## src/rtl/stb_pkg.sv

```systemverilog
package stb_pkg;
  parameter int unsigned STB_CNT_W = 16;
  parameter int unsigned STB_N_DEV = 4;
endpackage

```

## src/rtl/stb_enable_reg.sv

```systemverilog
module stb_enable_reg #(
  parameter int unsigned N_DEV = 4
) (
  input  logic             clk_i,
  input  logic             rst_ni,
  input  logic             wr_en_i,
  input  logic [N_DEV-1:0] wr_data_i,
  output logic [N_DEV-1:0] en_o,
  output logic [N_DEV-1:0] rise_o
);
  logic [N_DEV-1:0] en_q;

  always_ff @(posedge clk_i or negedge rst_ni) begin
    if (!rst_ni)      en_q <= '0;
    else if (wr_en_i) en_q <= wr_data_i;
  end

  // only 0->1 transitions reload
  assign rise_o = {N_DEV{wr_en_i}} & wr_data_i & ~en_q;
  assign en_o   = en_q;

  assert_write_R1: assert property (@(posedge clk_i) disable iff (!rst_ni)
    wr_en_i |=> en_o == $past(wr_data_i));
  assert_keep_R1: assert property (@(posedge clk_i) disable iff (!rst_ni)
    !wr_en_i |=> $stable(en_o));
endmodule

```

## src/rtl/stb_timer_ch.sv

```systemverilog
module stb_timer_ch #(
  parameter int unsigned CNT_W = 16
) (
  input  logic             clk_i,
  input  logic             rst_ni,
  input  logic             run_i,
  input  logic             load_i,
  input  logic             tick_i,
  input  logic [CNT_W-1:0] init_i,
  output logic [CNT_W-1:0] cnt_o,
  output logic             fire_o
);
  localparam logic [CNT_W-1:0] ONE = CNT_W'(1);

  logic [CNT_W-1:0] cnt_q;
  logic             armed_q;
  logic             step;
  logic             last;

  assign step   = run_i & tick_i & armed_q & ~load_i;
  assign last   = (cnt_q <= ONE);
  assign fire_o = step & last;
  assign cnt_o  = cnt_q;

  always_ff @(posedge clk_i or negedge rst_ni) begin
    if (!rst_ni) begin
      cnt_q   <= '0;
      armed_q <= 1'b0;
    end else if (load_i) begin
      cnt_q   <= init_i;
      armed_q <= 1'b1;
    end else if (step) begin
      if (last) begin
        cnt_q   <= '0;
        armed_q <= 1'b0;
      end else begin
        cnt_q   <= cnt_q - ONE;
      end
    end
  end

  assert_hold_disabled_R5: assert property (@(posedge clk_i) disable iff (!rst_ni)
    (!run_i && !load_i) |=> $stable(cnt_o));
  assert_hold_no_tick_R4: assert property (@(posedge clk_i) disable iff (!rst_ni)
    (!tick_i && !load_i) |=> $stable(cnt_o));
  assert_load_R3: assert property (@(posedge clk_i) disable iff (!rst_ni)
    load_i |=> cnt_o == $past(init_i));
  assert_single_fire_R6: assert property (@(posedge clk_i) disable iff (!rst_ni)
    fire_o |=> (!fire_o && cnt_o == '0));
endmodule

```

## src/rtl/stb_timer_bank.sv

```systemverilog
module stb_timer_bank #(
  parameter int unsigned N_DEV = stb_pkg::STB_N_DEV,
  parameter int unsigned CNT_W = stb_pkg::STB_CNT_W
) (
  input  logic                   clk_i,
  input  logic                   rst_ni,
  input  logic                   wr_en_i,
  input  logic [N_DEV-1:0]       wr_data_i,
  output logic [N_DEV-1:0]       en_o,
  input  logic                   tick_i,
  input  logic [N_DEV-1:0]       access_i,
  input  logic [N_DEV*CNT_W-1:0] init_i,
  input  logic                   smi_en_i,
  output logic [N_DEV*CNT_W-1:0] count_o,
  output logic [N_DEV-1:0]       expired_o,
  output logic                   smi_req_o
);
  logic [N_DEV-1:0] en;
  logic [N_DEV-1:0] rise;
  logic [N_DEV-1:0] fire;
  logic [N_DEV-1:0] exp_q;
  logic             smi_q;

  stb_enable_reg #(.N_DEV(N_DEV)) u_en (
    .clk_i    (clk_i),
    .rst_ni   (rst_ni),
    .wr_en_i  (wr_en_i),
    .wr_data_i(wr_data_i),
    .en_o     (en),
    .rise_o   (rise)
  );

  for (genvar g = 0; g < N_DEV; g++) begin : g_ch
    stb_timer_ch #(.CNT_W(CNT_W)) u_ch (
      .clk_i (clk_i),
      .rst_ni(rst_ni),
      .run_i (en[g]),
      .load_i(access_i[g] | rise[g]),
      .tick_i(tick_i),
      .init_i(init_i[g*CNT_W +: CNT_W]),
      .cnt_o (count_o[g*CNT_W +: CNT_W]),
      .fire_o(fire[g])
    );

    assert_exp_zero_R6: assert property (@(posedge clk_i) disable iff (!rst_ni)
      expired_o[g] |-> (count_o[g*CNT_W +: CNT_W] == '0 || $past(access_i[g])));
  end

  always_ff @(posedge clk_i or negedge rst_ni) begin
    if (!rst_ni) begin
      exp_q <= '0;
      smi_q <= 1'b0;
    end else begin
      exp_q <= fire;
      smi_q <= smi_en_i & (|fire);
    end
  end

  assign en_o      = en;
  assign expired_o = exp_q;
  assign smi_req_o = smi_q;

  assert_smi_gate_R8: assert property (@(posedge clk_i) disable iff (!rst_ni)
    smi_req_o |-> $past(smi_en_i));
  assert_smi_needs_exp_R8: assert property (@(posedge clk_i) disable iff (!rst_ni)
    smi_req_o |-> (expired_o != '0));
  assert_disabled_quiet_R5: assert property (@(posedge clk_i) disable iff (!rst_ni)
    (expired_o & ~$past(en)) == '0);
endmodule

```

## config.mk

```make
export PLATFORM = sky130hd
export DESIGN_NAME = stb_timer_bank
export DESIGN_NICKNAME = d
export VERILOG_FILES = /design/src/rtl/stb_pkg.sv /design/src/rtl/stb_enable_reg.sv /design/src/rtl/stb_timer_ch.sv /design/src/rtl/stb_timer_bank.sv
export SDC_FILE = /design/constraint.sdc
export NUM_CORES = 1
export LEC_CHECK = 0
export ABC_AREA = 1
export BUFFER_PORTS_ARGS = -buffer_cell sky130_fd_sc_hd__buf_4
export CORE_MARGIN = 2
export CORE_UTILIZATION = 35
export CTS_CLUSTER_DIAMETER = 150
export DETAILED_ROUTE_END_ITERATION = 7
export MAX_ROUTING_LAYER = met4
export PLACE_DENSITY = 0.63
export SETUP_SLACK_MARGIN = 0.3
export SLEW_MARGIN = 5
export SYNTH_ARGS = -nofsm -noshare
export SYNTH_HDL_FRONTEND = slang
export SYNTH_HIERARCHICAL = 1
export SYNTH_SLANG_ARGS = --single-unit
export TNS_END_PERCENT = 1
```

## constraint.sdc

```tcl
create_clock -name clk_i -period 3.04 [get_ports clk_i]
set_input_delay 0.304 -clock clk_i [delete_from_list [all_inputs] [get_ports clk_i]]
set_output_delay 0.304 -clock clk_i [all_outputs]
set_load 0.1 [all_outputs]
```

* Yosys cells after proc, flatten, opt, wreduce, memory -nomap -nowiden *
Index checks and enable logic that the tools add are counted.

cells by class
  magnitude comparators = 4
  reductions and logical operators = 13
  muxes and demuxes = 24
  bitwise operators = 28
  add/subtract/negate cells = 4

operator list
  kind                                                                               number
  16-bit two-way mux                                                                 12
  16-bit by 1-bit less-or-equal comparator with 1-bit output, second input constant  4
  16-bit by 1-bit subtractor with 16-bit output, second input constant               4
  1-bit AND                                                                          17
  2-bit nonzero test                                                                 8
  1-bit two-way mux                                                                  12
  4-bit AND                                                                          2
  2-bit AND reduction                                                                4
  1-bit inverter                                                                     4
  4-bit inverter                                                                     1
  1-bit bitwise OR                                                                   4
  4-bit OR reduction                                                                 1

storage, ports and cells
  output and inout port bits = 73
  input port bits = 77
  word-level logic and storage cells = 84
  register bits after elaboration = 77

* Logic depth before layout (Yosys ltp) *
Gate-level depths: netlist of the first run.

  depth after elaboration = 8
  depth in mapped cells = 11
  depth with buffers taken out = 11

* By module *
The synthesis of the first run kept the hierarchy.

modules (own cells, without submodules)
  module                            cells an instance  area each (um2)  seq. area each (um2)  times used
  stb_timer_ch at g_ch[2].u_ch ...  192                1311.3           425.4                 2
  stb_timer_ch at g_ch[0].u_ch ...  192                1265.0           425.4                 2
  stb_timer_bank                    13                 166.4            125.1                 1
  stb_enable_reg                    21                 163.9            100.1                 1

* Worst setup path after synthesis of the first run *
No wires, ideal clock.

  path kind = register to register
  start point = reg g_ch[3].u_ch.cnt_q[0]
  end point = reg smi_q, in the netlist smi_req_o
  required time = 2918 ps
  arrival = 2010 ps
  path slack = 908 ps
  clock period less this slack = 2132 ps
  buffers on the path = 0
  library setup time = 122 ps
  stages on the path, launching flop included = 10
  cell sequence = dfrtp_1 > inv_1 > ha_1 > inv_1 > nand2_1 > nand2_1 > nand3b_4 > nor3_1 > nor2_1 > a21oi_1

on the way
  longest elaborated chain between the ends = 4

RTL lines
  item                                                        RTL line              RTL
  from (decl)                                                 stb_timer_ch.sv:15    logic [CNT_W-1:0] cnt_q;
  from (signal assigned)                                      stb_timer_ch.sv:30    cnt_q <= init_i;
  from (signal assigned)                                      stb_timer_ch.sv:37    cnt_q <= cnt_q - ONE;
  16-bit by 1-bit less-or-equal comparator with 1-bit output  stb_timer_ch.sv:21    assign last = (cnt_q <= ONE);
  1-bit AND                                                   stb_timer_ch.sv:22    assign fire_o = step & last;
  via fire[3]                                                 stb_timer_bank.sv:20  logic [N_DEV-1:0] fire;
  4-bit OR reduction                                          stb_timer_bank.sv:55  smi_q <= smi_en_i & (|fire);
  1-bit AND                                                   stb_timer_bank.sv:55
  to (signal assigned)                                        stb_timer_bank.sv:55
  to (decl)                                                   stb_timer_bank.sv:22  logic smi_q;

The timed path passes the listed nets, and every way through them passes these cells.
A chain may end at the register's enable or synchronous reset.

* Worst setup path in the final report of the first run *
  start point = reg u_en.en_q[3], in the netlist u_en/en_o[3]
  end point = reg g_ch[3].u_ch.cnt_q[4]

on the way
  longest elaborated chain between the ends = 6
  elaborated cells between the ends (all ways) = 9
  classes of those cells = mux: 1; bitwise: 7; reduce/logical: 1

RTL lines
  item                          RTL line              RTL
  from (decl)                   stb_enable_reg.sv:11  logic [N_DEV-1:0] en_q;
  from (signal assigned)        stb_enable_reg.sv:15  else if (wr_en_i) en_q <= wr_data_i;
  4-bit inverter (*)            stb_enable_reg.sv:19  assign rise_o = {N_DEV{wr_en_i}} & wr_data_i & ~en_q;
  4-bit AND (*)                 stb_enable_reg.sv:19
  via rise[3]                   stb_timer_bank.sv:19  logic [N_DEV-1:0] rise;
  1-bit bitwise OR (*)          stb_timer_bank.sv:38  .load_i(access_i[g] | rise[g]),
  1-bit inverter                stb_timer_ch.sv:20    assign step = run_i & tick_i & armed_q & ~load_i;
  1-bit AND                     stb_timer_ch.sv:20
  2-bit nonzero test (no line)  -

Mark *: on every way through the listed nets, which the timed path passes. The rest lies on a longest branch.

==> results.sh, run 1 <==
export IMPL_dpl_hpwl_um=11200
export IMPL_h_tree_depth=3
export IMPL_irDropWorstVdd_v=0.000318
export IMPL_cp_max_fo=23
export IMPL_grt_pass1_vias=4852
export IMPL_antennaDiodeCount=0
export IMPL_synth_area_leaders="dfrtp_1 35%, nand2_1 20%, inv_1 6.8%"
export IMPL_max_clock_path_buffers=2
export IMPL_finalMaxSlewViolations=0
export IMPL_core_area_um2=15300
export IMPL_clock_sinks=77
export IMPL_synth_nets=887
export IMPL_post_cts_resized=0
export IMPL_viasPerCell=4.54
export IMPL_io_pins=150
export IMPL_cts_hold_buf=0
export IMPL_maxCapViolCount=0
export IMPL_status="finished, final reports clean"
export IMPL_antenna_found_initial=0
export IMPL_yosys_warnings=6
export IMPL_r2r_slack_ns=0.92
export IMPL_final_min_clock_period_ns=2.12
export IMPL_finalClockSkew_ns=0.00371
export IMPL_clk_pin_slew_ns=0.06
export IMPL_rsz0062_at_grt="no"
export IMPL_syn_to_final_growth_pct=29.6
export IMPL_synth_area_mux_share_pct=0
export IMPL_synth_top_family_by_area="simple AND/OR/NAND/NOR gates"
export IMPL_cpPeakStageDelay_ns=0.58
export IMPL_cpMostUsedCell="nand2_1"
export IMPL_first_iter_violations=251
export IMPL_max_freq_ghz=0.472
export IMPL_synth_compound_area_share_pct=7.21
export IMPL_ys_types=25
export IMPL_drcViolationCount=0
export IMPL_die_width_um=129
export IMPL_track_usage_pct=18.6
export IMPL_start_util_pct=35.9
export IMPL_drive_gt1_share_pct=26.4
export IMPL_fin_tns_setup_ns=0
export IMPL_reg2reg_depth=8
export IMPL_wl_per_cell_um=12.7
export IMPL_synth_area_um2=5480
export IMPL_synth_adder_area_share_pct=1.83
export IMPL_final_hold_viol_count=0
export IMPL_synth_top_area_cell="dfrtp_1"
export IMPL_hold_ws_ns=0.0606
export IMPL_root_buffer="clkbuf_16"
export IMPL_dieArea_um2=16700
export IMPL_crit_arrival_ns=2.35
export IMPL_grt_overflow_total=0
export IMPL_grt_max_degree=61
export IMPL_min_delay_path_class="in2async"
export IMPL_required_ns=3.27
export IMPL_r2r_end="g_ch[3].u_ch/cnt_o[4]$_DFFE_PN0P_"
export IMPL_finalCritPeriodShare_pct=69.7
export IMPL_leakage_nw=3.84
export IMPL_endpoint_kind="flop"
export IMPL_setup_viol=0
export IMPL_gp_routability_congestion=0.819
export IMPL_grt_pass1_wl_um=23800
export IMPL_cts_setup_buffers=0
export IMPL_cp_slowest_cell="or2_1"
export IMPL_cts_buffers=9
export IMPL_p_per_area_nw_per_um2=617
export IMPL_syn_instance_count=802
export IMPL_max_slew_worst_pin_slew_ns=0.824
export IMPL_r2r_start="u_en/en_o[3]$_DFFE_PN0P_"
export IMPL_die_h_um=129
export IMPL_detail_route_antenna_nets=0
export IMPL_synth_seq_area_share_pct=35.1
export IMPL_avgSynthCellArea_um2=6.84
export IMPL_ys_ff_latch=77
export IMPL_synth_top_area_share_pct=35.1
export IMPL_critPathLaunchType="flop"
export IMPL_slew_headroom_pct=45.1
export IMPL_cts_tree="yes"
export IMPL_rows=45
export IMPL_io_buffers=149
export IMPL_final_nets=1034
export IMPL_synth_xor_area_share_pct=2.56
export IMPL_crit_chain="nor2_1 -> or2_1 -> inv_2 -> nand2_2 -> nand2_1 -> xor2_1 -> nand2_1 -> nand2_1"
export IMPL_num_vias=5291
export IMPL_clock_latency_ns=0.34
export IMPL_synth_simple_area_share_pct=43.7
export IMPL_wirelength_um=14800
export IMPL_firstDrtPassIters=4
export IMPL_critPathKind="reg2reg"
-- cells in the mapped netlist, drive strengths merged --
master / n
nand2: 316
inv: 114
nor2: 90
dfrtp: 77
nand3: 64
o21ai: 48
nand4: 20
o21bai: 20
xor2: 16
buf: 12
ha: 8
clkbuf: 4
nand3b: 4
nor3: 4
or2: 4
a21oi: 1
-- power breakdown --
group          switching [mW]  internal (mW)  total (mW)
Clock                   0.444          0.700        1.14
Sequential              0.184           1.15        1.34
Combinational            1.45          0.454        1.90
Total                    2.08           2.31        4.38
-- sequential cells by signal (all words and copies together) (netlist names) --
name / cells
expired_o: 4
u_en/en_o: 4
smi_req_o: 1
g_ch.u_ch/armed_q: 4
g_ch.u_ch/cnt_o: 64
-- cells in the final DEF, fill, tap and decap left out, types with 9 or more instances in the layout --
cell type / netlist / routed
nand2_1: 288 / 288
buf_4: 8 / 152
inv_1: 100 / 100
dfrtp_1: 77 / 77
nand3_1: 64 / 64
nor2_1: 52 / 52
o21ai_0: 44 / 44
nor2_2: 22 / 22
nand2_2: 20 / 20
nand4_1: 20 / 20
o21bai_1: 20 / 20
xor2_1: 16 / 16
inv_2: 14 / 14
nor2_4: 12 / 12
clkbuf_16: 0 / 9
-- how the worst max path moves through the flow --
stage                                 startpoint                           endpoint  slack (ns)  cells past startpoint
2_1_floorplan  g_ch[3].u_ch/cnt_o[0]$_DFFE_PN0P_                smi_req_o$_DFF_PN0_        0.91                      9
3_3_place_gp                             wr_en_i  g_ch[2].u_ch/cnt_o[4]$_DFFE_PN0P_        0.89                     10
3_5_place_dp                             wr_en_i  g_ch[3].u_ch/cnt_o[4]$_DFFE_PN0P_        0.86                     10
4_1_cts                 u_en/en_o[3]$_DFFE_PN0P_  g_ch[3].u_ch/cnt_o[4]$_DFFE_PN0P_        0.90                      8
5_1_grt                 u_en/en_o[3]$_DFFE_PN0P_  g_ch[3].u_ch/cnt_o[4]$_DFFE_PN0P_        0.68                      8
6_report                u_en/en_o[3]$_DFFE_PN0P_  g_ch[3].u_ch/cnt_o[4]$_DFFE_PN0P_        0.92                      8
-- per-layer routing --
layer	vias to the layer above	track usage [%]	routed length, µm
met2	119	29.3	6920
met4	0	6.46	198
met5	-	-	0
met3	11	2.89	632
met1	2374	24.4	7010
li1	2787	-	-
-- per-stage QoR --
step	cells	power, mW	area [µm²]	utilization (%)	setup slack, ns
2_1_floorplan	802	2.81	5480	-	0.908
3_3_place_gp	1149	3.26	6790	44.5	0.895
3_5_place_dp	1149	3.27	6790	44.5	0.864
4_1_cts	1165	4.44	7100	46.6	0.901
5_1_grt	1165	4.63	7100	46.6	0.681
6_report	1165	4.38	7100	46.6	0.921
-- kinds of logic after synthesis --
| group | count (synthesis) |
|---|---|
| adders and majority gates | 8 |
| xor gates and xnor gates | 16 |
| DFF | 77 |
| buffers and inverters | 130 |
| and+or+nand+nor | 502 |
| AOI/OAI and AO/OA | 69 |
-- cell type report --
type                       instances  area, µm²
multi-input combinational        595       3030
sequential                        77       1930
clock buffer                      12        267
fill                            1625       8150
inverter                         114        428
clock inverter                     4       45.0
timing repair buffer             152       1140
tap                              211        264
-- critical path, delay by kind of cell, from the launching register on --
kind / cells / cell delay, ns
xor+xnor: 1 / 0.15
flops: 1 / 0.43
buf+inv: 1 / 0.12
simple gates: 6 / 1.30
No activity file was read; power rests on OpenSTA's default activity.
==> run 2: changes to the inputs <==
- PLACE_DENSITY: 0.63 -> 0.65
- clock period: 3.04 -> 1.75 ns (I/O delays scaled with it)
==> results.sh, run 2 (synthesis results as in run 1) <==
export IMPL_required_ns=2.02
export IMPL_cpMostUsedCell="nand2_2"
export IMPL_max_slew_worst_pin_slew_ns=0.408
export IMPL_critPathTopFamily="simple AND/OR/NAND/NOR gates"
export IMPL_rows=45
export IMPL_final_hold_viol_count=0
export IMPL_core_area_um2=15300
export IMPL_dieArea_um2=16700
export IMPL_final_min_clock_period_ns=1.55
export IMPL_grt_pass1_wl_um=25000
export IMPL_h_tree_depth=3
export IMPL_reg2reg_depth=9
export IMPL_rsz0062_at_grt="yes"
export IMPL_finalMaxSlewViolations=0
export IMPL_min_delay_path_class="in2reg"
export IMPL_critical_path_depth=9
export IMPL_critPathLaunchType="flop"
export IMPL_place_area_um2=7060
export IMPL_cp_max_fo=3
export IMPL_max_clock_path_buffers=2
export IMPL_clock_latency_ns=0.34
export IMPL_wl_per_cell_um=12.9
export IMPL_gp_routability_congestion=0.827
export IMPL_drcViolationCount=0
export IMPL_leakage_nw=3.94
export IMPL_setup_viol=0
export IMPL_dpl_hpwl_um=11600
export IMPL_largest_reg_flops=64
export IMPL_endpoint_kind="flop"
export IMPL_start_util_pct=35.9
export IMPL_grt_max_degree=37
export IMPL_slew_headroom_pct=72.8
export IMPL_final_cell_mix="286 x nand2_1, 168 x buf_4, 91 x inv_1, 64 x nand3_1, 56 x dfrtp_2"
export IMPL_cts_buffers=9
export IMPL_cp_slowest_cell="dfrtp_4"
export IMPL_die_width_um=129
export IMPL_fin_tns_setup_ns=0
export IMPL_grt_pass1_vias=5260
export IMPL_clock_sinks=77
export IMPL_finalClockSkew_ns=0.00564
export IMPL_seqCellArea_um2=2040
export IMPL_final_nets=1054
export IMPL_wirelength_um=15300
export IMPL_grt_overflow_total=0
export IMPL_track_usage_pct=19.3
export IMPL_antenna_found_initial=0
export IMPL_final_area_um2=7580
export IMPL_finalCritPeriodShare_pct=88.4
export IMPL_critPathKind="reg2reg"
export IMPL_status="finished, final reports clean"
export IMPL_crit_arrival_ns=1.82
export IMPL_worst_path_buf_inv=2
export IMPL_num_vias=5487
export IMPL_clk_pin_slew_ns=0.06
export IMPL_p_per_area_nw_per_um2=1020
export IMPL_antennaDiodeCount=0
export IMPL_irDropWorstVdd_v=0.000506
export IMPL_maxCapViolCount=0
export IMPL_multi_input_comb_area_um2=3220
export IMPL_drive_gt1_share_pct=36.9
export IMPL_cts_tree="yes"
export IMPL_cpPeakStageDelay_ns=0.50
export IMPL_io_pins=150
export IMPL_root_buffer="clkbuf_16"
export IMPL_viasPerCell=4.63
export IMPL_fillers=1523
export IMPL_layout_commonest_cell="nand2_1"
export IMPL_syn_to_final_growth_pct=38.3
export IMPL_firstDrtPassIters=4
export IMPL_max_freq_ghz=0.647
export IMPL_first_iter_violations=262
export IMPL_detail_route_antenna_nets=0
export IMPL_die_h_um=129
export IMPL_io_buffers=149
export IMPL_crit_chain="inv_4 -> ha_4 -> inv_2 -> nand2_2 -> nand2_2 -> nand3b_4 -> nor3_4 -> nor2_1 -> a21oi_1"
export IMPL_whs_path_depth=3
[run 2: power by group]
group	switching, mW	internal [mW]	leakage [nW]
Sequential	0.326	2.06	0.844
Clock	0.766	1.12	0.143
Combinational	2.60	0.901	2.96
Total	3.69	4.08	3.94
[run 2: worst min-delay path, cell delays in order]
cell and delay [ns]:
buf_4 0.08, nand2_1 0.04, nand2_1 0.05
[run 2: timing repair]
item,in CTS,in global routing
pin swaps,3,5
setup buffers,5,7
hold buffers,1,0
endpoints found under the hold margin,24,0
resized for setup,17,10
setup endpoints to repair,65,70
[run 2: layout make-up]
type,count,share of cell area (%)
inverter,114,6.00
sequential,77,26.9
multi-input combinational,595,42.4
tap,211,3.48
clock buffer,16,3.84
timing repair buffer,172,17.3
[run 2: final timing paths]
kind                                                   start                            endpoint  slack (ns)
hold reg to reg             g_ch[1].u_ch/armed_q$_DFFE_PN0P_    g_ch[1].u_ch/armed_q$_DFFE_PN0P_        0.48
hold / removal                                    init_i[18]   g_ch[1].u_ch/cnt_o[2]$_DFFE_PN0P_        0.03
min in group asynchronous                             rst_ni   g_ch[1].u_ch/cnt_o[8]$_DFFE_PN0P_        0.31
setup reg to reg           g_ch[1].u_ch/cnt_o[1]$_DFFE_PN0P_                 smi_req_o$_DFF_PN0_        0.20
max in group asynchronous                             rst_ni  g_ch[1].u_ch/cnt_o[10]$_DFFE_PN0P_        0.84
setup / recovery           g_ch[1].u_ch/cnt_o[1]$_DFFE_PN0P_                 smi_req_o$_DFF_PN0_        0.20
[run 2: stage by stage]
step                hold WS [ns]  setup slack [ns]  total power [mW]  utilization, %  cells
floorplan                 -0.121             0.131              4.99               -    802
global placement           0.133             0.167              5.79            46.3   1156
detailed placement         0.134             0.145              5.81            46.3   1156
CTS                       0.0143             0.216              7.79            49.1   1178
global route              0.0302            0.0988              8.18            49.7   1185
finish                    0.0271             0.203              7.77            49.7   1185
[run 2: routing by layer]
| layer | global-route usage [%] | up-vias | share of wire [%] |
|---|---|---|---|
| li1 | - | 2834 | - |
| met3 | 3.06 | 15 | 4.5 |
| met2 | 30.0 | 122 | 47 |
| met1 | 25.5 | 2516 | 47 |
| met5 | - | - | 0 |
| met4 | 7.10 | 0 | 1.4 |
